<file path="config.mk">
export PLATFORM = sky130hd
export DESIGN_NAME = ecc1b_sector_fixer
export DESIGN_NICKNAME = d
export VERILOG_FILES = /design/src/rtl/ecc1b_pkg.sv /design/src/rtl/ecc1b_code_pack.sv /design/src/rtl/ecc1b_classify.sv /design/src/rtl/ecc1b_fix_sequencer.sv /design/src/rtl/ecc1b_sector_fixer.sv
export SDC_FILE = /design/constraint.sdc
export NUM_CORES = 1
export LEC_CHECK = 0
export BUFFER_PORTS_ARGS = -buffer_cell sky130_fd_sc_hd__buf_2
export CAP_MARGIN = 30
export CORE_UTILIZATION = 46
export CTS_CLUSTER_DIAMETER = 50
export DETAILED_ROUTE_END_ITERATION = 12
export PLACE_DENSITY = 0.81
export SYNTH_ARGS = -nofsm -noshare
export SYNTH_HDL_FRONTEND = slang
export SYNTH_SLANG_ARGS = --single-unit
export TNS_END_PERCENT = 30
</file>
<file path="constraint.sdc">
create_clock -name clk -period 5.5 [get_ports clk]
set_clock_uncertainty 0.05 [all_clocks]
set_input_delay 1.1 -clock clk [delete_from_list [all_inputs] [get_ports clk]]
set_output_delay 1.1 -clock clk [all_outputs]
set_load 0.005 [all_outputs]
</file>
<file path="src/rtl/ecc1b_pkg.sv">
// Shared types for the 1-bit ECC sector fixer.
// Assumes a 24-bit code built from two 12-bit parity halves.
package ecc1b_pkg;

    localparam int CODE_W = 24;                   // full code width
    localparam int HALF_W = CODE_W / 2;           // one parity half
    localparam int BIT_W  = 3;                    // bit index within a byte
    localparam int OFS_W  = HALF_W - BIT_W;       // byte offset width
    localparam int BYTE_W = 8;                    // buffer data width
    localparam int RAW_W  = 32;                   // parity word width
    localparam int RAW_HI = 16;                   // start of upper half in parity word

    typedef enum logic [1:0] {
        ST_CLEAN = 2'd0,
        ST_FIXED = 2'd1,
        ST_BAD   = 2'd2
    } fix_status_e;

    typedef struct packed {
        fix_status_e            status;
        logic                   needs_write;
        logic [OFS_W-1:0]       byte_ofs;
        logic [BIT_W-1:0]       bit_idx;
    } verdict_t;

endpackage

</file>
<file path="src/rtl/ecc1b_code_pack.sv">
// Folds the raw 32-bit parity word into the stored-code convention.
// The two 12-bit halves are taken from [11:0] and [27:16] and inverted,
// so an all-0xFF erased sector yields a matching code.
module ecc1b_code_pack
    import ecc1b_pkg::*;
(
    input  logic [RAW_W-1:0]  raw_parity,
    output logic [CODE_W-1:0] code
);

    logic unused_raw_bits;

    // Pack the two halves and invert them.
    always_comb begin
        code = ~{raw_parity[RAW_HI +: HALF_W], raw_parity[0 +: HALF_W]};
    end

    // Bits between and above the halves carry nothing.
    assign unused_raw_bits = ^{raw_parity[RAW_W-1:RAW_HI+HALF_W],
                               raw_parity[RAW_HI-1:HALF_W]};

endmodule

</file>
<file path="src/rtl/ecc1b_classify.sv">
// Compares stored and recomputed codes and returns a verdict.
// Purely combinational; assumes a sector of SECTOR_BYTES bytes.
module ecc1b_classify
    import ecc1b_pkg::*;
#(
    parameter int SECTOR_BYTES = 512
) (
    input  logic [CODE_W-1:0] stored,
    input  logic [CODE_W-1:0] computed,
    output verdict_t          verdict
);

    logic [CODE_W-1:0] diff;
    logic [HALF_W-1:0] fold;
    logic [OFS_W-1:0]  ofs;
    logic [BIT_W-1:0]  bidx;
    logic              single_bit;
    logic              in_range;

    // Difference and its derived fields.
    always_comb begin
        diff       = stored ^ computed;
        fold       = diff[HALF_W-1:0] ^ diff[CODE_W-1:HALF_W];
        ofs        = diff[CODE_W-1 -: OFS_W];
        bidx       = diff[HALF_W +: BIT_W];
        single_bit = ((diff & (diff - 1'b1)) == '0);
        in_range   = (32'(ofs) < SECTOR_BYTES);
    end

    // Decide the verdict in priority order.
    always_comb begin
        verdict        = '0;
        verdict.status = ST_CLEAN;
        if (diff == '0) begin
            verdict.status = ST_CLEAN;
        end else if (fold == '1) begin
            if (in_range) begin
                verdict.status      = ST_FIXED;
                verdict.needs_write = 1'b1;
                verdict.byte_ofs    = ofs;
                verdict.bit_idx     = bidx;
            end else begin
                verdict.status = ST_BAD;
            end
        end else if (single_bit) begin
            verdict.status = ST_FIXED;
        end else begin
            verdict.status = ST_BAD;
        end
    end

endmodule

</file>
<file path="src/rtl/ecc1b_fix_sequencer.sv">
// Accepts a verdict on start, runs the read-modify-write repair on the
// buffer port when one is needed, and emits a one-cycle done with the result.
// Assumes buffer read data arrives one cycle after buf_rd_en.
module ecc1b_fix_sequencer
    import ecc1b_pkg::*;
#(
    parameter int ADDR_W = 9
) (
    input  logic              clk,
    input  logic              rst_n,
    input  logic              start,
    input  verdict_t          verdict,
    output logic              done,
    output logic [1:0]        status,
    output logic [OFS_W-1:0]  err_byte,
    output logic [BIT_W-1:0]  err_bit,
    output logic [ADDR_W-1:0] buf_addr,
    output logic              buf_rd_en,
    input  logic [BYTE_W-1:0] buf_rd_data,
    output logic              buf_wr_en,
    output logic [BYTE_W-1:0] buf_wr_data
);

    typedef enum logic [1:0] {PH_IDLE, PH_READ, PH_WRITE} phase_e;

    phase_e            phase_q;
    logic [OFS_W-1:0]  ofs_q;
    logic [BIT_W-1:0]  bit_q;
    logic              done_q;
    fix_status_e       status_q;
    logic [OFS_W-1:0]  rep_byte_q;
    logic [BIT_W-1:0]  rep_bit_q;

    // Phase control, repair target capture and result registers.
    always_ff @(posedge clk) begin
        if (!rst_n) begin
            phase_q    <= PH_IDLE;
            ofs_q      <= '0;
            bit_q      <= '0;
            done_q     <= 1'b0;
            status_q   <= ST_CLEAN;
            rep_byte_q <= '0;
            rep_bit_q  <= '0;
        end else begin
            done_q     <= 1'b0;
            status_q   <= ST_CLEAN;
            rep_byte_q <= '0;
            rep_bit_q  <= '0;
            case (phase_q)
                PH_IDLE: begin
                    if (start) begin
                        if (verdict.needs_write) begin
                            ofs_q   <= verdict.byte_ofs;
                            bit_q   <= verdict.bit_idx;
                            phase_q <= PH_READ;
                        end else begin
                            done_q     <= 1'b1;
                            status_q   <= verdict.status;
                            rep_byte_q <= verdict.byte_ofs;
                            rep_bit_q  <= verdict.bit_idx;
                        end
                    end
                end
                PH_READ: begin
                    phase_q <= PH_WRITE;
                end
                PH_WRITE: begin
                    phase_q    <= PH_IDLE;
                    done_q     <= 1'b1;
                    status_q   <= ST_FIXED;
                    rep_byte_q <= ofs_q;
                    rep_bit_q  <= bit_q;
                end
                default: phase_q <= PH_IDLE;
            endcase
        end
    end

    // Buffer port driven from the phase and the captured target.
    always_comb begin
        buf_rd_en   = (phase_q == PH_READ);
        buf_wr_en   = (phase_q == PH_WRITE);
        buf_addr    = ADDR_W'(ofs_q);
        buf_wr_data = buf_rd_data ^ (BYTE_W'(1) << bit_q);
    end

    // Result outputs.
    always_comb begin
        done     = done_q;
        status   = status_q;
        err_byte = rep_byte_q;
        err_bit  = rep_bit_q;
    end

endmodule

</file>
<file path="src/rtl/ecc1b_sector_fixer.sv">
// Top of the 1-bit ECC sector fixer: packs the recomputed parity, classifies
// the code difference and repairs a single data bit in the sector buffer.
// Assumes a synchronous buffer with one-cycle read latency.
module ecc1b_sector_fixer
    import ecc1b_pkg::*;
#(
    parameter int SECTOR_BYTES = 512,
    localparam int ADDR_W      = $clog2(SECTOR_BYTES)
) (
    input  logic              clk,
    input  logic              rst_n,
    input  logic              start,
    input  logic [23:0]       stored_code,
    input  logic [31:0]       raw_parity,
    output logic              done,
    output logic [1:0]        status,
    output logic [8:0]        err_byte,
    output logic [2:0]        err_bit,
    output logic [ADDR_W-1:0] buf_addr,
    output logic              buf_rd_en,
    input  logic [7:0]        buf_rd_data,
    output logic              buf_wr_en,
    output logic [7:0]        buf_wr_data
);

    logic [CODE_W-1:0] computed_code;
    verdict_t          verdict;

    ecc1b_code_pack u_pack (
        .raw_parity (raw_parity),
        .code       (computed_code)
    );

    ecc1b_classify #(
        .SECTOR_BYTES (SECTOR_BYTES)
    ) u_classify (
        .stored   (stored_code),
        .computed (computed_code),
        .verdict  (verdict)
    );

    ecc1b_fix_sequencer #(
        .ADDR_W (ADDR_W)
    ) u_seq (
        .clk         (clk),
        .rst_n       (rst_n),
        .start       (start),
        .verdict     (verdict),
        .done        (done),
        .status      (status),
        .err_byte    (err_byte),
        .err_bit     (err_bit),
        .buf_addr    (buf_addr),
        .buf_rd_en   (buf_rd_en),
        .buf_rd_data (buf_rd_data),
        .buf_wr_en   (buf_wr_en),
        .buf_wr_data (buf_wr_data)
    );

endmodule

</file>
==> results of run 1 <==
[area by class of cell]
| class | instances | share of cell area [%] |
|---|---|---|
| Tap cell | 48 | 2.56 |
| Clock buffer | 7 | 3.67 |
| Sequential cell | 29 | 24.7 |
| Timing Repair Buffer | 92 | 19.6 |
| Multi-Input combinational cell | 149 | 49.5 |
[report_power, final]
part           internal [mW]  switching, mW  total, mW  leakage, nW
logic                 0.0535         0.0576      0.111        0.872
clock network         0.0988         0.0688      0.168       0.0443
registers              0.211       0.000158      0.211        0.234
[cells in the mapped netlist (all sizes together)]
cell type | n | share of area (%)
dfxtp | 29 | 33
xnor2 | 29 | 16
xor2 | 17 | 8.4
nor2b | 16 | 5.7
and3 | 12 | 4.2
mux2i | 12 | 6.8
nand2 | 7 | 1.5
nor2 | 7 | 1.5
clkbuf | 6 | 1.3
nor4 | 6 | 2.1
nand4 | 4 | 1.4
nor3 | 4 | 1.1
o21ai | 4 | 1.1
a211oi | 3 | 1.3
maj3 | 3 | 1.7
nor3b | 3 | 1.3
o21a | 3 | 1.3
or4 | 3 | 1.7
o211ai | 2 | 0.85
a2111o | 1 | 0.64
a2111oi | 1 | 1.6
a21oi | 1 | 0.28
a31oi | 1 | 0.35
and2 | 1 | 0.35
and2b | 1 | 0.42
buf | 1 | 0.21
nand3 | 1 | 0.28
nand3b | 1 | 0.42
nand4b | 1 | 0.50
nor4bb | 1 | 0.57
o21bai | 1 | 0.42
o22ai | 1 | 0.35
o2bb2ai | 1 | 0.50
or3 | 1 | 0.64
[cells by family after synthesis]
logic type	count (synthesis)
AO/OA/AOI/OAI	19
XOR/XNOR	46
adder cells (fa/ha/maj)	3
buffers and inverters	7
flip-flops	29
multiplexers	12
AND/OR/NAND/NOR	69
[sequential cells by signal, indices dropped and copies added (netlist names)]
register,flops
u_seq.err_bit,3
u_seq.bit_q,3
u_seq.status,2
u_seq.done,1
u_seq.buf_addr,9
u_seq.err_byte,9
u_seq.phase_q,2
[how the worst max path moves through the flow]
stage                   start                         end  depth (start not counted)
2_1_floorplan  stored_code[7]  u_seq.status[1]$_SDFF_PN0_                          7
3_3_place_gp   stored_code[7]  u_seq.status[1]$_SDFF_PN0_                          8
3_5_place_dp    raw_parity[7]  u_seq.status[1]$_SDFF_PN0_                          8
4_1_cts         raw_parity[7]  u_seq.status[1]$_SDFF_PN0_                          8
5_1_grt         raw_parity[0]  u_seq.status[1]$_SDFF_PN0_                          8
6_report        raw_parity[7]  u_seq.status[1]$_SDFF_PN0_                          8
[cells in the final DEF, fill, tap and decap left out, drive strengths merged, types with 7 or more instances in the layout]
cell / count
nor2: 7
clkbuf: 7
xor2: 17
dfxtp: 29
nor2b: 16
and3: 12
buf: 92
mux2i: 12
nand2: 7
xnor2: 29
[critical path, stage by stage]
cell and delay [ns]:
buf_2 0.10, xnor2_1 0.18, or4_4 0.57, or3_4 0.36, nor4_1 0.46, nand2_1 0.19, a2111o_1 0.43, nor2b_1 0.14
[stage by stage]
stage	total power, mW	hold slack, ns	cell area [sq um]	cells	worst slack [ns]
floorplan	0.286	0.440	1770	185	2.18
global placement	0.325	0.430	2260	318	1.91
detailed placement	0.327	0.435	2260	318	1.83
CTS	0.494	0.443	2350	325	2.09
global route	0.516	0.462	2350	325	2.00
finish	0.490	0.443	2350	325	2.07
[layer usage]
layer / vias up / track usage (%) / share of wire, % / routed length (microns)
met5: - / 0 / 0 / 0
met1: 731 / 19.5 / 41 / 1520
met4: 0 / 7.95 / 1.5 / 56
met3: 7 / 6.07 / 6.0 / 220
li1: 838 / - / - / -
met2: 70 / 33.2 / 51 / 1900
==> results.json, run 1 <==
{
  "leakage_nw": 1.15,
  "clkTransAtPathRegs_ns": 0.06,
  "die_h_microns": 64.0,
  "finalMaxSlewViolations": 0,
  "setup_violations": 0,
  "synth-compound-area-share_pct": 8.63,
  "grt_pass1_vias": 1370,
  "drtIter0Drc": 39,
  "hp-start": "u_seq.buf_addr[0]$_SDFFE_PN0P_",
  "rsz0062_at_grt": "no",
  "syn-instance-count": 185,
  "synth_adder_area_share_pct": 1.70,
  "synth_fp_nets": 252,
  "dr.pass1.iters": 4,
  "synth_xor_area_share_pct": 24.9,
  "root_buffer": "clkbuf_8",
  "drive_above_1_share_pct": 38.6,
  "port_buffers": 92,
  "grt_max_degree": 19,
  "rows": 22,
  "initial_core_util_pct": 48.3,
  "yosysWarnings": 0,
  "multi_input_area_sq_mm": 0.00116,
  "cap_viol_max_count": 0,
  "die_x_microns": 64.0,
  "relSlewSlack_pct": 57.5,
  "ctsHoldBuffers": 0,
  "ys_seq_area_share_pct": 32.8,
  "cp_max_fo": 4,
  "ctsResizeCount": 0,
  "final_util_pct": 64.2,
  "post_cts.repair.setup_buffers": 0,
  "cp-end-kind": "flip-flop",
  "grt_pass1_wl_microns": 5830,
  "min_delay_path_depth": 1,
  "postSynthAreaPerCell_sq_um": 9.56,
  "cts_buffer_depth": 2,
  "cp.arrival_ns": 3.53,
  "worstMarginPinSlew_ns": 0.635,
  "num_vias": 1646,
  "critPathRequiredTime_ns": 5.60,
  "syn_area_sq_mm": 0.00177,
  "yosys.area_share.simple_pct": 23.7,
  "cts_tree": "built",
  "grt-ovfl-total": 0,
  "crit_type": "input port to flip-flop",
  "pwr_density_cell_mw_per_mm2": 208,
  "n_antenna_cell": 0,
  "dieArea_sq_mm": 0.00410,
  "vias_per_cell": 5.06,
  "min_path_type": "flip-flop to flip-flop",
  "synthMuxAreaShare_pct": 6.79,
  "cts_buffers": 5,
  "r2r_slack_ns": 3.83,
  "seq_area_sq_um": 581,
  "cts_sinks": 29,
  "status": "finished clean",
  "wire_per_inst_microns": 11.3,
  "grt_use_total_pct": 18.5,
  "start_kind": "input port",
  "antenna_found_initial": 0,
  "period_needed_ns": 3.43,
  "r2r_end": "u_seq.buf_addr[4]$_SDFFE_PN0P_",
  "peakVddDrop_mv": 0.100,
  "nets": 344,
  "core-area_sq_mm": 0.00366,
  "holdPathEnd": "u_seq.err_byte[0]$_SDFF_PN0_",
  "clkLatencyLatePin_ns": 0.27,
  "synth-seq-cells": 29,
  "synth_cell_types": 37,
  "htreeDepth": 2,
  "area_growth_pct": 32.8,
  "fmax_ghz": 0.291,
  "hold_viol_final": 0,
  "ant_nets": 0,
  "finalCritPeriodShare_pct": 62.4,
  "io_pins": 101,
  "drcViolationCount": 0,
  "drt-total-wl_microns": 3690,
  "dp_hpwl_microns": 3010,
  "fin_tns_setup_ns": 0,
  "synth_top_family_by_area": "XOR/XNOR gates",
  "fillCellCount": 326,
  "timing.rr.start": "u_seq.phase_q[1]$_SDFFE_PN0P_",
  "r2r_cells": 4,
  "place.gp.congestion": 0.833
}
Note: power is estimated with default switching activity, not from simulation.
==> run 2, diff against run 1 <==
- CORE_UTILIZATION: 46 -> 40
- PLACE_DENSITY: 0.81 -> 0.75
- clock period: 5.5 -> 3.07 ns (I/O delays scaled with it)
==> run 2 against run 1 <==
  * First-iteration DRC count up 87%
  * Clock power up 71%
  * Global-route usage down 1.8 points
==> results.json, run 2 (synthesized netlist as in run 1, its figures left out) <==
{
  "drt-total-wl_microns": 3760,
  "drive_above_1_share_pct": 41.2,
  "finalCritPeriodShare_pct": 89.8,
  "grt_pass1_wl_microns": 5720,
  "rows": 23,
  "path_cells": "buf_2 > xnor2_1 > or4_4 > or3_4 > nor4_1 > o21bai_1 > a2111o_1 > nor2b_1",
  "grt_pass1_vias": 1346,
  "status": "finished clean",
  "grt_use_total_pct": 16.7,
  "cts_buffers": 5,
  "fillCellCount": 373,
  "finalMaxSlewViolations": 0,
  "period_needed_ns": 2.76,
  "hold_slack_ns": 0.440,
  "core-area_sq_mm": 0.00412,
  "clkLatencyLatePin_ns": 0.28,
  "start_kind": "input port",
  "placed_area_sq_mm": 0.00235,
  "leakage_nw": 1.20,
  "dp.cells": 331,
  "dr.pass1.iters": 4,
  "ant_nets": 0,
  "num_vias": 1639,
  "crit_buf_inv": 1,
  "cp-end-kind": "flip-flop",
  "r2r_slack_ns": 1.68,
  "ctsHoldBuffers": 0,
  "p_total_uw": 881,
  "die_x_microns": 68.5,
  "die_h_microns": 68.5,
  "pwr_density_cell_mw_per_mm2": 362,
  "port_buffers": 92,
  "rsz0062_at_grt": "no",
  "hp-start": "u_seq.buf_addr[0]$_SDFFE_PN0P_",
  "root_buffer": "clkbuf_8",
  "grt_max_degree": 19,
  "cp_num_cells": 8,
  "drtIter0Drc": 73,
  "crit_family": "simple AND/OR/NAND/NOR gates",
  "fmax_ghz": 0.363,
  "dp_hpwl_microns": 3080,
  "post_cts.repair.setup_buffers": 0,
  "holdPathEnd": "u_seq.err_byte[0]$_SDFF_PN0_",
  "vias_per_cell": 4.83,
  "worstMarginPinSlew_ns": 0.558,
  "critPathMaxStageDelay_ns": 0.55,
  "place.gp.congestion": 0.762,
  "setup_violations": 0,
  "timing.rr.start": "u_seq.phase_q[1]$_SDFFE_PN0P_",
  "crit_type": "input port to flip-flop",
  "relSlewSlack_pct": 62.5,
  "nets": 355,
  "fin_cells": 339,
  "clkTransAtPathRegs_ns": 0.06,
  "r2r_end": "u_seq.status[0]$_SDFF_PN0_",
  "area_growth_pct": 37.4,
  "fin_tns_setup_ns": 0,
  "drcViolationCount": 0,
  "dieArea_sq_mm": 0.00469,
  "grt-ovfl-total": 0,
  "peakVddDrop_mv": 0.197,
  "cp.arrival_ns": 2.87,
  "r2r_cells": 4,
  "critPathRequiredTime_ns": 3.18,
  "cts_sinks": 29,
  "initial_core_util_pct": 43.0,
  "seq_area_sq_um": 581,
  "fin_area_sq_mm": 0.00243,
  "final_util_pct": 59.1,
  "cap_viol_max_count": 0,
  "min_delay_path_depth": 1,
  "crit_slowest_cell": "or4_4",
  "ctsResizeCount": 0,
  "cts_buffer_depth": 2,
  "multi_input_area_sq_mm": 0.00116,
  "io_pins": 101,
  "layout_commonest_cell": "buf_2",
  "antenna_found_initial": 0,
  "hold_viol_final": 0,
  "final_cell_mix": "92 x buf_2, 29 x dfxtp_1, 24 x xnor2_1, 17 x xor2_1, 16 x nor2b_1",
  "cts_tree": "built",
  "htreeDepth": 2,
  "n_antenna_cell": 0,
  "setup_ws_ns": 0.314,
  "cp_max_fo": 4,
  "min_path_type": "flip-flop to flip-flop",
  "dpl_worst_slack_ns": 0.0394,
  "wire_per_inst_microns": 11.1
}
[run 2: changes by cell type in the layout (fill, tap and decap cells not counted)]
cell      delta
clkbuf_8     -1
clkinv_2     +2
buf_4       +11
[run 2: area by class of cell]
| cell class | count | area share (%) |
|---|---|---|
| well taps | 50 | 2.57 |
| clock buffers | 6 | 2.99 |
| multi-input cells | 149 | 47.8 |
| flip-flops and latches | 29 | 23.9 |
| clock inverters | 2 | 0.412 |
| repair buffers | 103 | 22.3 |
[run 2: worst max-delay path by stage]
| stage | start | slack (ns) | endpoint |
|---|---|---|---|
| after floorplan | stored_code[7] | 0.23 | u_seq.status[1]$_SDFF_PN0_ |
| after global placement | raw_parity[7] | 0.08 | u_seq.status[1]$_SDFF_PN0_ |
| after detailed placement | raw_parity[7] | 0.04 | u_seq.status[1]$_SDFF_PN0_ |
| after CTS | raw_parity[7] | 0.32 | u_seq.status[1]$_SDFF_PN0_ |
| after global routing | raw_parity[7] | 0.22 | u_seq.status[1]$_SDFF_PN0_ |
| final | raw_parity[7] | 0.31 | u_seq.status[1]$_SDFF_PN0_ |
[run 2: report_power, final]
group	leakage (nW)	switching (mW)	total [mW]	internal, mW
logic	0.923	0.106	0.215	0.109
clock network	0.0450	0.132	0.288	0.156
registers	0.234	0.000299	0.378	0.378
[run 2: layer usage]
| metal | vias to the layer above | part of all wire, % | track usage [%] |
|---|---|---|---|
| li1 | 862 | - | - |
| met4 | 0 | 1.8 | 8.85 |
| met1 | 709 | 45 | 18.8 |
| met2 | 63 | 47 | 28.1 |
| met5 | - | 0 | 0 |
| met3 | 5 | 6.1 | 5.10 |
[run 2: worst reg2reg max path, cell delays in order, from the launching register on]
cell,delay [ns]
dfxtp_1,0.44
nor3b_1,0.28
nor2b_1,0.22
o211ai_1,0.15
o2bb2ai_1,0.18
==> run 3, diff against run 2 <==
- CORE_ASPECT_RATIO: default -> 2
- GPL_TIMING_DRIVEN: default -> 0
- HOLD_SLACK_MARGIN: default -> 0.03
==> run 3 against run 2 <==
  * Clock power hardly changed
  * Critical path type unchanged
  * Total power is 1.6% lower
  * Routed wire length is 7.0% higher
  * Combinational power is 7% lower
  * Setup slack worse by 0.12 ns
  * Cell area is 2.2% lower
  * Global-route usage is 0.57 points higher
  * Core utilization is 2.1 points lower
==> results.json, run 3 (synthesized netlist as in run 1, its figures left out) <==
{
  "status": "finished clean",
  "final_cell_mix": "92 x buf_2, 29 x dfxtp_1, 24 x xnor2_1, 17 x xor2_1, 16 x nor2b_1",
  "path_cells": "buf_2 > xnor2_1 > or4_4 > or3_4 > nor4_1 > nand2_1 > a2111o_1 > nor2b_1",
  "cts_tree": "built",
  "grt_max_degree": 11,
  "r2r_end": "u_seq.buf_addr[7]$_SDFFE_PN0P_",
  "ctsResizeCount": 0,
  "post_cts.repair.setup_buffers": 0,
  "rsz0062_at_grt": "no",
  "finalCritPeriodShare_pct": 93.8,
  "io_pins": 101,
  "fin_area_sq_mm": 0.00238,
  "core-area_sq_mm": 0.00417,
  "r2r_cells": 5,
  "cp.arrival_ns": 2.99,
  "finalMaxSlewViolations": 0,
  "period_needed_ns": 2.88,
  "critPathMaxStageDelay_ns": 0.57,
  "grt-ovfl-total": 0,
  "crit_family": "simple AND/OR/NAND/NOR gates",
  "dr.pass1.iters": 4,
  "pwr_density_cell_mw_per_mm2": 365,
  "nets": 351,
  "dieArea_sq_mm": 0.00471,
  "die_x_microns": 49.0,
  "place.gp.congestion": 0.959,
  "crit_slowest_cell": "or4_4",
  "cts_sinks": 29,
  "ant_nets": 0,
  "setup_violations": 0,
  "clkLatencyLatePin_ns": 0.27,
  "placed_area_sq_mm": 0.00229,
  "n_antenna_cell": 0,
  "htreeDepth": 2,
  "holdPathEnd": "u_seq.err_byte[2]$_SDFF_PN0_",
  "wire_per_inst_microns": 11.9,
  "grt_pass1_vias": 1510,
  "critPathRequiredTime_ns": 3.18,
  "fin_tns_setup_ns": 0,
  "min_delay_path_depth": 1,
  "drt-total-wl_microns": 4020,
  "hp-start": "u_seq.buf_addr[2]$_SDFFE_PN0P_",
  "area_growth_pct": 34.4,
  "dp_hpwl_microns": 3350,
  "crit_buf_inv": 1,
  "worstMarginPinSlew_ns": 0.713,
  "p_total_uw": 867,
  "cap_viol_max_count": 0,
  "start_kind": "input port",
  "cp-startpoint": "raw_parity[7]",
  "cts_buffer_depth": 2,
  "peakVddDrop_mv": 0.293,
  "grt_use_total_pct": 17.3,
  "timing.rr.start": "u_seq.phase_q[1]$_SDFFE_PN0P_",
  "min_path_type": "flip-flop to flip-flop",
  "clkTransAtPathRegs_ns": 0.06,
  "die_h_microns": 96.1,
  "antenna_found_initial": 0,
  "setup_ws_ns": 0.191,
  "drtIter0Drc": 17,
  "ctsHoldBuffers": 0,
  "rows": 33,
  "layout_commonest_cell": "buf_2",
  "fmax_ghz": 0.347,
  "crit_type": "input port to flip-flop",
  "r2r_slack_ns": 1.33,
  "cp_num_cells": 8,
  "initial_core_util_pct": 42.4,
  "vias_per_cell": 4.98,
  "leakage_nw": 1.16,
  "drive_above_1_share_pct": 37.9,
  "grt_pass1_wl_microns": 6250,
  "dpl_worst_slack_ns": -0.0835,
  "port_buffers": 92,
  "cp_max_fo": 4,
  "hold_viol_final": 0,
  "root_buffer": "clkbuf_8",
  "cts_buffers": 5,
  "drcViolationCount": 0,
  "num_vias": 1677,
  "relSlewSlack_pct": 52.5,
  "cp-end-kind": "flip-flop"
}
## run 3: changes by cell type in the layout (fill, tap and decap cells not counted)
cell      delta
buf_4       -11
clkbuf_1     +6
buf_1        +1
## run 3: final cells by class
cell class                 instances  area, sq um
clock buffer                       6         72.6
tap                               52         65.1
fill                             407         1790
sequential                        29          581
multi-input combinational        149         1160
clock inverter                     2         10.0
timing repair buffer              92          460
buffer                             7         26.3
## run 3: power by group
part	total (mW)	leakage [nW]	switching, mW	internal (mW)
Combinational	0.201	0.880	0.105	0.0964
Sequential	0.378	0.234	0.000264	0.378
Clock	0.288	0.0450	0.132	0.156
Total	0.867	1.16	0.237	0.631
## run 3: how the worst max path moves through the flow
stage                                       to  slack, ns
floorplan           u_seq.status[1]$_SDFF_PN0_       0.23
global placement    u_seq.status[1]$_SDFF_PN0_      -0.06
detailed placement  u_seq.status[1]$_SDFF_PN0_      -0.08
CTS                 u_seq.status[1]$_SDFF_PN0_       0.20
global route        u_seq.status[1]$_SDFF_PN0_       0.03
finish              u_seq.status[1]$_SDFF_PN0_       0.19
## run 3: per-layer routing
| layer | global-route usage, % | share of wire [%] |
|---|---|---|
| met1 | 14.6 | 34 |
| met3 | 3.32 | 3.2 |
| met5 | 0 | 0 |
| met2 | 35.3 | 58 |
| met4 | 11.0 | 4.2 |
## run 3: per-stage QoR
step	hold WS [ns]	instances	utilization, %
global route	0.461	337	57.0
detailed placement	0.440	329	55.0
floorplan	0.440	185	-
global placement	0.437	329	55.0
CTS	0.447	337	57.0
finish	0.449	337	57.0
